--- src/rtl/lmon_pkg.sv ---
package lmon_pkg;
    localparam logic [1:0] SEL_HI  = 2'd0;
    localparam logic [1:0] SEL_LO  = 2'd1;
    localparam logic [1:0] SEL_EXT = 2'd2;
    localparam int         EXT_W   = 8;
endpackage

--- src/rtl/lmon_cmp.sv ---
module lmon_cmp #(
    parameter int NUM_CH = 3,
    parameter int DW     = 8,
    parameter int CH_W   = 2
) (
    input  logic                 res_vld_i,
    input  logic [CH_W-1:0]      res_ch_i,
    input  logic [DW-1:0]        res_val_i,
    input  logic [NUM_CH*DW-1:0] lim_hi_i,
    input  logic [NUM_CH*DW-1:0] lim_lo_i,
    output logic [NUM_CH-1:0]    upd_o,
    output logic [NUM_CH-1:0]    hi_hit_o,
    output logic [NUM_CH-1:0]    lo_hit_o
);
    for (genvar g = 0; g < NUM_CH; g++) begin : g_ch
        // a channel index outside 0..NUM_CH-1 matches no slice
        assign upd_o[g]    = res_vld_i && (res_ch_i == CH_W'(g));
        assign hi_hit_o[g] = res_val_i >= lim_hi_i[g*DW +: DW];
        assign lo_hit_o[g] = res_val_i <  lim_lo_i[g*DW +: DW];
    end
endmodule

--- src/rtl/lmon_stat.sv ---
module lmon_stat
    import lmon_pkg::*;
#(
    parameter int NUM_CH = 3
) (
    input  logic              clk,
    input  logic              rst_n,
    input  logic [NUM_CH-1:0] upd_i,
    input  logic [NUM_CH-1:0] hi_hit_i,
    input  logic [NUM_CH-1:0] lo_hit_i,
    input  logic              rd_i,
    input  logic [1:0]        sel_i,
    input  logic              ara_i,
    output logic [NUM_CH-1:0] st_hi_o,
    output logic [NUM_CH-1:0] st_lo_o
);
    typedef struct packed {
        logic [NUM_CH-1:0] live_hi;
        logic [NUM_CH-1:0] live_lo;
        logic [NUM_CH-1:0] st_hi;
        logic [NUM_CH-1:0] st_lo;
    } stat_t;

    stat_t             s_d, s_q;
    logic [NUM_CH-1:0] set_hi, set_lo, clr_hi, clr_lo;

    always_comb begin
        s_d    = s_q;
        set_hi = upd_i & hi_hit_i;
        set_lo = upd_i & lo_hit_i;
        clr_hi = '0;
        clr_lo = '0;
        if (ara_i) begin
            clr_hi = '1;
            clr_lo = '1;
        end else if (rd_i && sel_i == SEL_HI) begin
            clr_hi = ~s_q.live_hi;
        end else if (rd_i && sel_i == SEL_LO) begin
            clr_lo = ~s_q.live_lo;
        end
        // live condition follows the latest result of each channel
        s_d.live_hi = (s_q.live_hi & ~upd_i) | set_hi;
        s_d.live_lo = (s_q.live_lo & ~upd_i) | set_lo;
        // setting has priority over clearing
        s_d.st_hi   = (s_q.st_hi & ~clr_hi) | set_hi;
        s_d.st_lo   = (s_q.st_lo & ~clr_lo) | set_lo;
    end

    always_ff @(posedge clk or negedge rst_n) begin
        if (!rst_n) s_q <= '0;
        else        s_q <= s_d;
    end

    assign st_hi_o = s_q.st_hi;
    assign st_lo_o = s_q.st_lo;
endmodule

--- src/rtl/lmon_alert.sv ---
module lmon_alert
    import lmon_pkg::*;
#(
    parameter int NUM_CH = 3
) (
    input  logic [NUM_CH-1:0] st_hi_i,
    input  logic [NUM_CH-1:0] st_lo_i,
    input  logic [NUM_CH-1:0] mask_hi_i,
    input  logic [NUM_CH-1:0] mask_lo_i,
    output logic              alert_n_o,
    output logic [EXT_W-1:0]  ext_o
);
    logic pull;

    always_comb begin
        pull      = |((st_hi_i & ~mask_hi_i) | (st_lo_i & ~mask_lo_i));
        alert_n_o = ~pull;
        ext_o     = {{(EXT_W-1){1'b0}}, pull};
    end
endmodule

--- src/rtl/lmon_top.sv ---
module lmon_top
    import lmon_pkg::*;
#(
    parameter int NUM_CH = 3,
    parameter int DW     = 8,
    parameter int CH_W   = (NUM_CH > 1) ? $clog2(NUM_CH + 1) : 1
) (
    input  logic                 clk,
    input  logic                 rst_n,
    input  logic                 res_vld_i,
    input  logic [CH_W-1:0]      res_ch_i,
    input  logic [DW-1:0]        res_val_i,
    input  logic [NUM_CH*DW-1:0] lim_hi_i,
    input  logic [NUM_CH*DW-1:0] lim_lo_i,
    input  logic [NUM_CH-1:0]    mask_hi_i,
    input  logic [NUM_CH-1:0]    mask_lo_i,
    input  logic                 st_rd_i,
    input  logic [1:0]           st_sel_i,
    input  logic                 ara_done_i,
    output logic [NUM_CH-1:0]    sts_hi_o,
    output logic [NUM_CH-1:0]    sts_lo_o,
    output logic [EXT_W-1:0]     sts_ext_o,
    output logic                 alert_n_o
);
    logic [NUM_CH-1:0] upd_w, hi_hit_w, lo_hit_w;

    lmon_cmp #(.NUM_CH(NUM_CH), .DW(DW), .CH_W(CH_W)) cmp_i (
        .res_vld_i (res_vld_i),
        .res_ch_i  (res_ch_i),
        .res_val_i (res_val_i),
        .lim_hi_i  (lim_hi_i),
        .lim_lo_i  (lim_lo_i),
        .upd_o     (upd_w),
        .hi_hit_o  (hi_hit_w),
        .lo_hit_o  (lo_hit_w)
    );

    lmon_stat #(.NUM_CH(NUM_CH)) stat_i (
        .clk      (clk),
        .rst_n    (rst_n),
        .upd_i    (upd_w),
        .hi_hit_i (hi_hit_w),
        .lo_hit_i (lo_hit_w),
        .rd_i     (st_rd_i),
        .sel_i    (st_sel_i),
        .ara_i    (ara_done_i),
        .st_hi_o  (sts_hi_o),
        .st_lo_o  (sts_lo_o)
    );

    lmon_alert #(.NUM_CH(NUM_CH)) alert_i (
        .st_hi_i   (sts_hi_o),
        .st_lo_i   (sts_lo_o),
        .mask_hi_i (mask_hi_i),
        .mask_lo_i (mask_lo_i),
        .alert_n_o (alert_n_o),
        .ext_o     (sts_ext_o)
    );
endmodule

--- config.mk ---
export PLATFORM = sky130hd
export DESIGN_NAME = lmon_top
export DESIGN_NICKNAME = d
export VERILOG_FILES = /design/src/rtl/lmon_pkg.sv /design/src/rtl/lmon_cmp.sv /design/src/rtl/lmon_stat.sv /design/src/rtl/lmon_alert.sv /design/src/rtl/lmon_top.sv
export SDC_FILE = /design/constraint.sdc
export NUM_CORES = 1
export LEC_CHECK = 0
export BUFFER_PORTS_ARGS = -buffer_cell sky130_fd_sc_hd__buf_2
export CAP_MARGIN = 20
export CORE_MARGIN = 4
export CORE_UTILIZATION = 47
export CTS_CLUSTER_SIZE = 30
export DETAILED_ROUTE_END_ITERATION = 6
export PLACE_DENSITY = 0.84
export SYNTH_ARGS = -nofsm -noshare
export SYNTH_HDL_FRONTEND = slang
export SYNTH_SLANG_ARGS = --single-unit
--- constraint.sdc ---
create_clock -name clk -period 1.8 [get_ports clk]
set_clock_uncertainty 0.2 [all_clocks]
set_input_delay 0.36 -clock clk [delete_from_list [all_inputs] [get_ports clk]]
set_output_delay 0.36 -clock clk [all_outputs]
set_load 0.01 [all_outputs]
==> results_dict.tcl, run 1 <==
set metrics [dict create \
    status "complete, but fails checks" \
    violations "setup timing" \
    ff_latch_area_um2 300 \
    ys_types 26 \
    clk_transition_reported_paths_ns 0.05 \
    postRouteAntennaNets 0 \
    power_w 0.00102 \
    viasPerCell 4.99 \
    dp_hpwl_mm 3.89 \
    syn-instance-count 225 \
    diodes 0 \
    cp-start-kind "flop" \
    drtIter0Drc 81 \
    p_leak_nw 1.40 \
    fin_util_pct 63.1 \
    avgSynthCellArea_um2 7.93 \
    instances_no_fill 358 \
    cts_buffers 3 \
    irDropWorstVdd_mv 0.188 \
    drc 0 \
    synth_edf_count 0 \
    multi_input_area_um2 1230 \
    netlist.top_cell.by_area "ha_1" \
    hold_ws_ns 0.279 \
    fillers 337 \
    critPathCaptureType "output port" \
    dp_cells 352 \
    yosysSeqAreaShare_pct 16.8 \
    die_area_um2 4850 \
    clock.fmax_mhz 531 \
    initial_core_util_pct 48.7 \
    cpPeakStageDelay_ns 0.40 \
    rsz0062_at_grt "true" \
    routed_wl_mm 4.41 \
    cts.sinks 12 \
    synth_area_leaders "ha_1 (32%), dfrtp_1 (17%), inv_1 (11%)" \
    post_drt_wl_per_cell_um 12.3 \
    grt_pass1_vias 1757 \
    crit_arrival_ns 1.32 \
    synth_ff_type "dfrtp_1" \
    drv_slew 0 \
    dr.pass1.iters 4 \
    grt_pass1_wl_mm 7.21 \
    setup_violations 2 \
    cts_buffer_depth 2 \
    hp-class "reg -> reg" \
    dr_total_vias 1785 \
    cts-root-buf "clkbuf_8" \
    fin_nets 428 \
    required_ns 1.24 \
    rows 22 \
    io-pin-count 86 \
    die_w_um 69.6 \
    min_period_ns 1.88 \
    clk_latency_ns 0.24 \
    power_density_nw_per_um2 442 \
    async_reset_ff_share_pct 100 \
    io_buffer_count 78 \
    crit_chain "inv_1, o22ai_1, or3_4, inv_2, buf_6" \
    cts_tree "built" \
    r2r_setup_slack_ns 0.61 \
    path_max_fanout 3 \
    grt_antenna_before_repair 0 \
    cts_max_level 1 \
    die_y_um 69.6 \
    ys_seq_elements 12 \
    slowest_stage "dfrtp_1" \
    grt_util_all_layers_pct 17.7 \
    synth_top_cell_area_share_pct 31.6 \
    maxCapViolations 0 \
    grt_max_degree 13 \
    fin_crit_sh_pct 105 \
    core_area_um2 3660 \
    grt-ovfl-total 0 \
    area_growth_syn_to_layout_pct 29.5 \
    place.gp.congestion 0.823 \
    fin_setup_tns_ns -0.164 \
    syn-cell-area_um2 1780 \
    hold_violations 0 \
    crit_type "reg -> out" \
    finalWorstSetupSlack_ns -0.0842 \
    layout-drive-gt1-share_pct 31.9 \
    ys_warn_count 0 \
]
## cells in the final DEF (no fill, tap or decap), types with 2 or more instances in the layout
cell type  count
o211ai_1       3
nor3_1         3
o22ai_1        3
a21o_1         3
nor2_1        12
o21ai_0       18
nand2_1        9
o211a_1        3
o21bai_1       3
nand3b_1       3
dfrtp_1       12
nand4_1        3
nand2b_1       3
buf_4         11
buf_2         77
inv_1         50
conb_1         7
nor3b_1        3
and4_1         3
a2111oi_4      2
ha_1          45
a211oi_1       3
a21oi_1       21
clkbuf_8       3
## cell usage after synthesis, types with 2 or more instances
master and n:
o21ai_0 18, a211oi_1 3, nand2b_1 3, dfrtp_1 12
a2111oi_2 2, o211a_1 3, and4_1 3, o21bai_1 3
nor2_1 12, a21oi_1 21, ha_1 45, o22ai_1 3
a21o_1 3, nor3b_1 3, inv_1 51, nand3b_1 3
nor3_1 3, buf_4 14, o211ai_1 3, nand2_1 9
nand4_1 3
## area by class of cell
class                           instances  area share (%)
Multi-Input combinational cell        154            53.1
Tap cell                               48            2.60
Timing Repair Buffer                   90            21.2
Inverter                               51            8.29
Sequential cell                        12            13.0
Clock buffer                            3            1.79
## what timing repair did
item / 4_1_cts / 5_1_grt
hold endpoints to repair: 12 / 0
pin swaps: 2 / 1
endpoints found under the setup margin: 2 / 4
hold buffers: 1 / 0
resized for setup: 0 / 4
setup buffers: 2 / 0
## report_power, final
part / internal (W) / switching [W] / leakage (nW)
registers: 0.000307 / 0.0000261 / 0.156
logic: 0.000216 / 0.000227 / 1.22
clock network: 0.000147 / 0.0000988 / 0.0216
## logic make-up after synthesis
family | Yosys count | share of synthesized area [%]
AO/OA/AOI/OAI | 60 | 21.9
adder cells (fa/ha/maj) | 45 | 31.6
buffers and inverters | 65 | 16.6
flip-flops | 12 | 16.8
other | 1 | 0.210
AND/OR/NAND/NOR | 42 | 12.8
## worst max-delay path, delay by kind of cell, from the launching register on
| kind | cells | cell delay [ns] |
|---|---|---|
| buffers and inverters | 3 | 0.21 |
| and+or+nand+nor | 1 | 0.40 |
| AOI/OAI and AO/OA | 1 | 0.07 |
| DFF | 1 | 0.40 |
## layer usage
layer  track usage, %  share of wire, %
met5                0                 0
met2             33.3                50
met4             4.47               1.5
met3             4.64               9.9
met1             19.7                39
## metrics by stage
step | setup slack, ns | instance area, um2
2_1_floorplan | 0.115 | 1810
5_1_grt | -0.143 | 2310
3_5_place_dp | -0.152 | 2220
6_report | -0.0842 | 2310
4_1_cts | -0.0835 | 2290
3_3_place_gp | -0.0653 | 2220
## final timing paths
path	start	endpoint	depth (start not counted)
setup reg to reg	flop	stat_i.st_lo_o[2]	3
min in group asynchronous	rst_n	stat_i.st_hi_o[0]	2
setup / recovery	stat_i.st_lo_o[0]	alert_n_o	5
hold reg to reg	flop	flop	2
hold / removal	flop	flop	2
max in group asynchronous	rst_n	async pin	2
Note: power is estimated with default switching activity, not from simulation.
==> run 2, diff against run 1 <==
--- a/config.mk
+++ b/config.mk
@@ -5,13 +5,14 @@
 export SDC_FILE = /design/constraint.sdc
 export NUM_CORES = 1
 export LEC_CHECK = 0
+export ABC_AREA = 1
 export BUFFER_PORTS_ARGS = -buffer_cell sky130_fd_sc_hd__buf_2
 export CAP_MARGIN = 20
 export CORE_MARGIN = 4
-export CORE_UTILIZATION = 47
+export CORE_UTILIZATION = 48
 export CTS_CLUSTER_SIZE = 30
 export DETAILED_ROUTE_END_ITERATION = 6
-export PLACE_DENSITY = 0.84
+export PLACE_DENSITY = 0.85
 export SYNTH_ARGS = -nofsm -noshare
 export SYNTH_HDL_FRONTEND = slang
 export SYNTH_SLANG_ARGS = --single-unit
==> run 2 against run 1 <==
  * Sequential share of layout area fell by 0.14 points
  * First-iteration DRC count down 40%
  * Clock power grew 24%
  * Synthesized cell count rose by 32%
  * Core utilization is 0.72 points lower
  * Global-route usage rose by 0.76 points
  * Critical path depth unchanged
  * Fmax up 9.8%
  * Critical path type unchanged
  * The flow now finishes without violations
  * Total power grew 5.3%
  * Setup slack gained 0.17 ns
  * Clock-buffer cell count grew 1
==> results_dict.tcl, run 2 <==
set metrics [dict create \
    initial_core_util_pct 50.5 \
    die_w_um 70.7 \
    syn-cell-area_um2 1890 \
    path_max_fanout 3 \
    post_drt_wl_per_cell_um 10.4 \
    irDropWorstVdd_mv 0.187 \
    instances_no_fill 420 \
    status "finished clean" \
    async_reset_ff_share_pct 100 \
    clock.fmax_mhz 582 \
    maxUsedRoutingLayer "met4" \
    grt-ovfl-total 0 \
    clk_latency_ns 0.25 \
    hp-class "in -> reg" \
    routed-wl-met2_mm 2.16 \
    min_period_ns 1.72 \
    rows 22 \
    io_buffer_count 78 \
    fin_util_pct 62.4 \
    critPathCaptureType "output port" \
    cts-root-buf "clkbuf_8" \
    layout.cells.most_common_list "nand2_1 (86), inv_1 (82), buf_2 (78), ha_1 (45), nor2_1 (15)" \
    grt_util_all_layers_pct 18.5 \
    power_density_nw_per_um2 461 \
    core_area_um2 3740 \
    synthAdderAreaFrac_pct 29.8 \
    avgSynthCellArea_um2 6.38 \
    netlist.top_cell.by_area "ha_1" \
    cp-start-kind "flop" \
    cts_buffers 3 \
    drv_slew 0 \
    grt_max_degree 13 \
    grt_pass1_vias 1922 \
    viasPerCell 4.56 \
    synth_top_cell_area_share_pct 29.8 \
    grt_pass1_wl_mm 7.71 \
    p_leak_nw 1.59 \
    met1_length_mm 1.87 \
    dp_cells 415 \
    cts.sinks 12 \
    synthTopCellsByCount "nand2_1 (86), inv_1 (82), ha_1 (45), nor2_1 (15), buf_4 (14)" \
    post_cts_buffers 0 \
    ys_warn_count 0 \
    drc 0 \
    rsz0062_at_grt "false" \
    hold_violations 0 \
    wl_met3_um 270 \
    diodes 0 \
    fin_setup_tns_ns 0 \
    crit_type "reg -> out" \
    dp_hpwl_mm 3.83 \
    required_ns 1.24 \
    synth_top_family_by_area "adder cells" \
    synth-simple-area-share_pct 25.9 \
    dr.pass1.iters 4 \
    die_y_um 70.7 \
    placed_cell_area_um2 2260 \
    synth_edf_count 0 \
    die_area_um2 5000 \
    clk_transition_reported_paths_ns 0.06 \
    ys_seq_elements 12 \
    yosysSeqAreaShare_pct 15.9 \
    io-pin-count 86 \
    final_common_cell "nand2_1" \
    maxCapViolations 0 \
    fin_crit_sh_pct 95.4 \
    synth_compound_area_share_pct 6.16 \
    drtIter0Drc 49 \
    area_growth_syn_to_layout_pct 23.6 \
    dr_total_vias 1917 \
    routed_wl_mm 4.36 \
    cts_tree "built" \
    synth_xor_xnor_area_share_pct 0 \
    synthMuxAreaShare_pct 0 \
    postRouteAntennaNets 0 \
    place.gp.congestion 0.811 \
    yosysMostFrequentCell "nand2_1" \
    ys_types 20 \
    layout-drive-gt1-share_pct 23.4 \
    setup_violations 0 \
    grt_antenna_before_repair 0 \
    cts_max_level 1 \
    synth_area_leaders "ha_1 (30%), nand2_1 (17%), inv_1 (16%)" \
    crit_arrival_ns 1.16 \
    r2r_setup_slack_ns 0.86 \
    synth_ff_type "dfrtp_1" \
    final_cell_area_um2 2330 \
    fin_nets 489 \
    cts_buffer_depth 2 \
    syn-instance-count 296 \
]
## run 2: cell count changes in the layout (fill, tap and decap cells not counted), moves of 8 or more
cell / previous run / this run
nand2_1: 9 / 86
nand3_1: 0 / 9
buf_4: 11 / 1
o21ai_0: 18 / 2
a21oi_1: 21 / 13
inv_1: 50 / 82
## run 2: per-stage QoR
stage	hold slack, ns	setup WS, ns	total power, W
floorplan	-0.136	0.179	0.000624
global placement	0.0448	0.149	0.000752
detailed placement	0.0516	0.111	0.000772
CTS	0.255	0.0307	0.00108
global route	0.308	0.00951	0.00117
finish	0.250	0.0832	0.00108
## run 2: report_power, final
part | switching (W) | leakage, nW | internal [W]
Clock | 0.000111 | 0.0288 | 0.000194
Sequential | 0.0000189 | 0.156 | 0.000306
Combinational | 0.000246 | 1.41 | 0.000201
Total | 0.000376 | 1.59 | 0.000701
## run 2: routing by layer
| metal | vias up | GRT usage (%) |
|---|---|---|
| met2 | 51 | 35.1 |
| met1 | 831 | 21.8 |
| li1 | 1030 | - |
| met3 | 5 | 1.99 |
| met4 | 0 | 5.01 |
| met5 | - | 0 |
## run 2: worst paths after layout
| path | start | to | cells past startpoint |
|---|---|---|---|
| min in group asynchronous | rst_n | async pin | 2 |
| hold reg to reg | flop | flop | 2 |
| hold / removal | res_ch_i[1] | stat_i.st_hi_o[1] | 4 |
| max in group asynchronous | rst_n | async pin | 2 |
| setup / recovery | stat_i.st_hi_o[0] | sts_ext_o[0] | 5 |
| setup reg to reg | flop | stat_i.st_lo_o[0] | 4 |
## run 2: kinds of logic after synthesis
| kind of cell | count (synthesis) |
|---|---|
| and+or+nand+nor | 120 |
| DFF | 12 |
| adders and majority gates | 45 |
| AOI/OAI and AO/OA | 21 |
| buffers and inverters | 97 |
| other | 1 |
## run 2: cell type report
class	count	area, um2
Clock buffer	4	55.1
Fill cell	360	1410
Inverter	83	312
Multi-Input combinational cell	193	1200
Sequential cell	12	300
Tap cell	48	60.1
Timing Repair Buffer	80	408
## run 2: critical path, cell delays in order, from the launching register on
cell and delay [ns]:
dfrtp_1 0.40, inv_1 0.06, o22ai_1 0.08, nor3_2 0.19, inv_1 0.05, buf_2 0.13
## run 2: repair_timing
action	4_1_cts	5_1_grt
resized for setup	0	1
hold endpoints to repair	12	0
endpoints found under the setup margin	0	2
hold buffers	1	0
==> run 3, diff against run 2 <==
--- a/config.mk
+++ b/config.mk
@@ -8,6 +8,7 @@
 export ABC_AREA = 1
 export BUFFER_PORTS_ARGS = -buffer_cell sky130_fd_sc_hd__buf_2
 export CAP_MARGIN = 20
+export CORE_ASPECT_RATIO = 0.5
 export CORE_MARGIN = 4
 export CORE_UTILIZATION = 48
 export CTS_CLUSTER_SIZE = 30
==> run 3 against run 2 <==
  * Clock power down 24%
  * Routed wire length grew 4.8%
  * Clock-buffer cell count fell by 1
  * Final cell count is 0.71% higher
  * Sequential power is essentially flat
==> results_dict.tcl, run 3 (synthesis gave the netlist of run 2 again) <==
set metrics [dict create \
    status "finished clean" \
    rows 15 \
    grt_pass1_wl_mm 7.54 \
    routed_wl_mm 4.56 \
    hp-class "in -> reg" \
    clk_latency_ns 0.23 \
    dr.pass1.iters 4 \
    area_growth_syn_to_layout_pct 23.8 \
    reg2reg_depth 3 \
    core_area_um2 3600 \
    grt_antenna_before_repair 0 \
    dp_cells 418 \
    met1_usage_pct 21.4 \
    cts_tree "built" \
    io_buffer_count 78 \
    path_max_fanout 3 \
    cts_buffer_depth 2 \
    busiest_layer "met2" \
    dp_hpwl_mm 4.09 \
    die_area_um2 5070 \
    setup_violations 0 \
    grt_max_degree 13 \
    power_density_nw_per_um2 433 \
    placed_cell_area_um2 2270 \
    cts_max_level 1 \
    cp-start-kind "flop" \
    drc 0 \
    clock.fmax_mhz 576 \
    grt_pass1_vias 1789 \
    cts_buffers 3 \
    dr_total_vias 1961 \
    hold_violations 0 \
    viasPerCell 4.64 \
    p_leak_nw 1.59 \
    required_ns 1.24 \
    final_common_cell "nand2_1" \
    clk_transition_reported_paths_ns 0.05 \
    drtIter0Drc 52 \
    critPathCaptureType "output port" \
    crit_type "reg -> out" \
    initial_core_util_pct 52.4 \
    grt-ovfl-total 0 \
    crit_arrival_ns 1.18 \
    dp_slack_ns 0.0861 \
    cts-root-buf "clkbuf_8" \
    io-pin-count 86 \
    irDropWorstVdd_mv 0.213 \
    fin_crit_sh_pct 96.5 \
    layout.cells.most_common_list "nand2_1 (86), inv_1 (82), buf_2 (78), ha_1 (45), nor2_1 (15)" \
    diodes 0 \
    fin_nets 490 \
    instances_no_fill 423 \
    min_period_ns 1.74 \
    place.gp.congestion 0.825 \
    die_w_um 96.7 \
    globalRouteMet2Util_pct 34.1 \
    drv_slew 0 \
    cts.sinks 12 \
    min_path_cells 4 \
    met3_usage_pct 3.98 \
    die_y_um 52.4 \
    postRouteAntennaNets 0 \
    rsz0062_at_grt "true" \
    maxCapViolations 0 \
    layout-drive-gt1-share_pct 23.7 \
    finalWorstSetupSlack_ns 0.0624 \
    grt_util_all_layers_pct 18.1 \
    post_drt_wl_per_cell_um 10.8 \
    final_cell_area_um2 2340 \
]
[run 3: cell count changes in the layout (fill, tap and decap cells not counted)]
cell,delta
clkbuf_8,-1
o22ai_2,+1
o22ai_1,-1
buf_4,+1
[run 3: metrics by stage]
step / total power, W / hold slack (ns) / TNS, ns / util [%]
5_1_grt: 0.00111 / 0.286 / -0.0394 / 64.9
6_report: 0.00101 / 0.257 / 0 / 64.9
3_3_place_gp: 0.000748 / 0.0417 / 0 / 63.0
2_1_floorplan: 0.000624 / -0.136 / 0 / -
4_1_cts: 0.00101 / 0.253 / 0 / 64.4
3_5_place_dp: 0.000775 / 0.0454 / 0 / 63.0
[run 3: routing by layer]
layer,part of all wire (%),up-vias,routed length [um]
met4,0.88,0,40
li1,-,1031,-
met5,0,-,0
met1,42,852,1920
met3,8.7,6,398
met2,48,72,2210
[run 3: repair_timing]
| action | in CTS | in global routing |
|---|---|---|
| hold buffers | 1 | 0 |
| resized for setup | 0 | 2 |
| endpoints found under the setup margin | 0 | 2 |
| hold endpoints to repair | 12 | 0 |
| buffers inserted | 0 | 1 |
[run 3: path summary, 6_finish.rpt]
check	from	to	slack, ns
setup / recovery	stat_i.st_hi_o[0]	sts_ext_o[0]	0.06
hold / removal	res_ch_i[1]	flop	0.26
setup reg to reg	stat_i.st_hi_o[0]	stat_i.st_hi_o[0]	0.79
hold reg to reg	flop	flop	0.28
max in group asynchronous	rst_n	stat_i.st_lo_o[2]	0.83
min in group asynchronous	rst_n	stat_i.st_hi_o[1]	0.36
[run 3: power breakdown]
part           internal [W]  switching [W]  leakage, nW
logic              0.000204       0.000249         1.42
registers          0.000306      0.0000210        0.156
clock network      0.000146      0.0000866       0.0216
total              0.000656       0.000357         1.59
[run 3: cell type report]
class / instances / area, um2
well taps: 51 / 63.8
clock buffers: 3 / 41.3
repair buffers: 81 / 415
fillers: 333 / 1260
multi-input cells: 193 / 1210
inverters: 83 / 312
flip-flops and latches: 12 / 300
[run 3: worst max-delay path, stage by stage, from the launching register on]
cell,delay [ns]
dfrtp_1,0.41
inv_1,0.08
o22ai_2,0.08
nor3_2,0.19
inv_1,0.05
buf_2,0.13
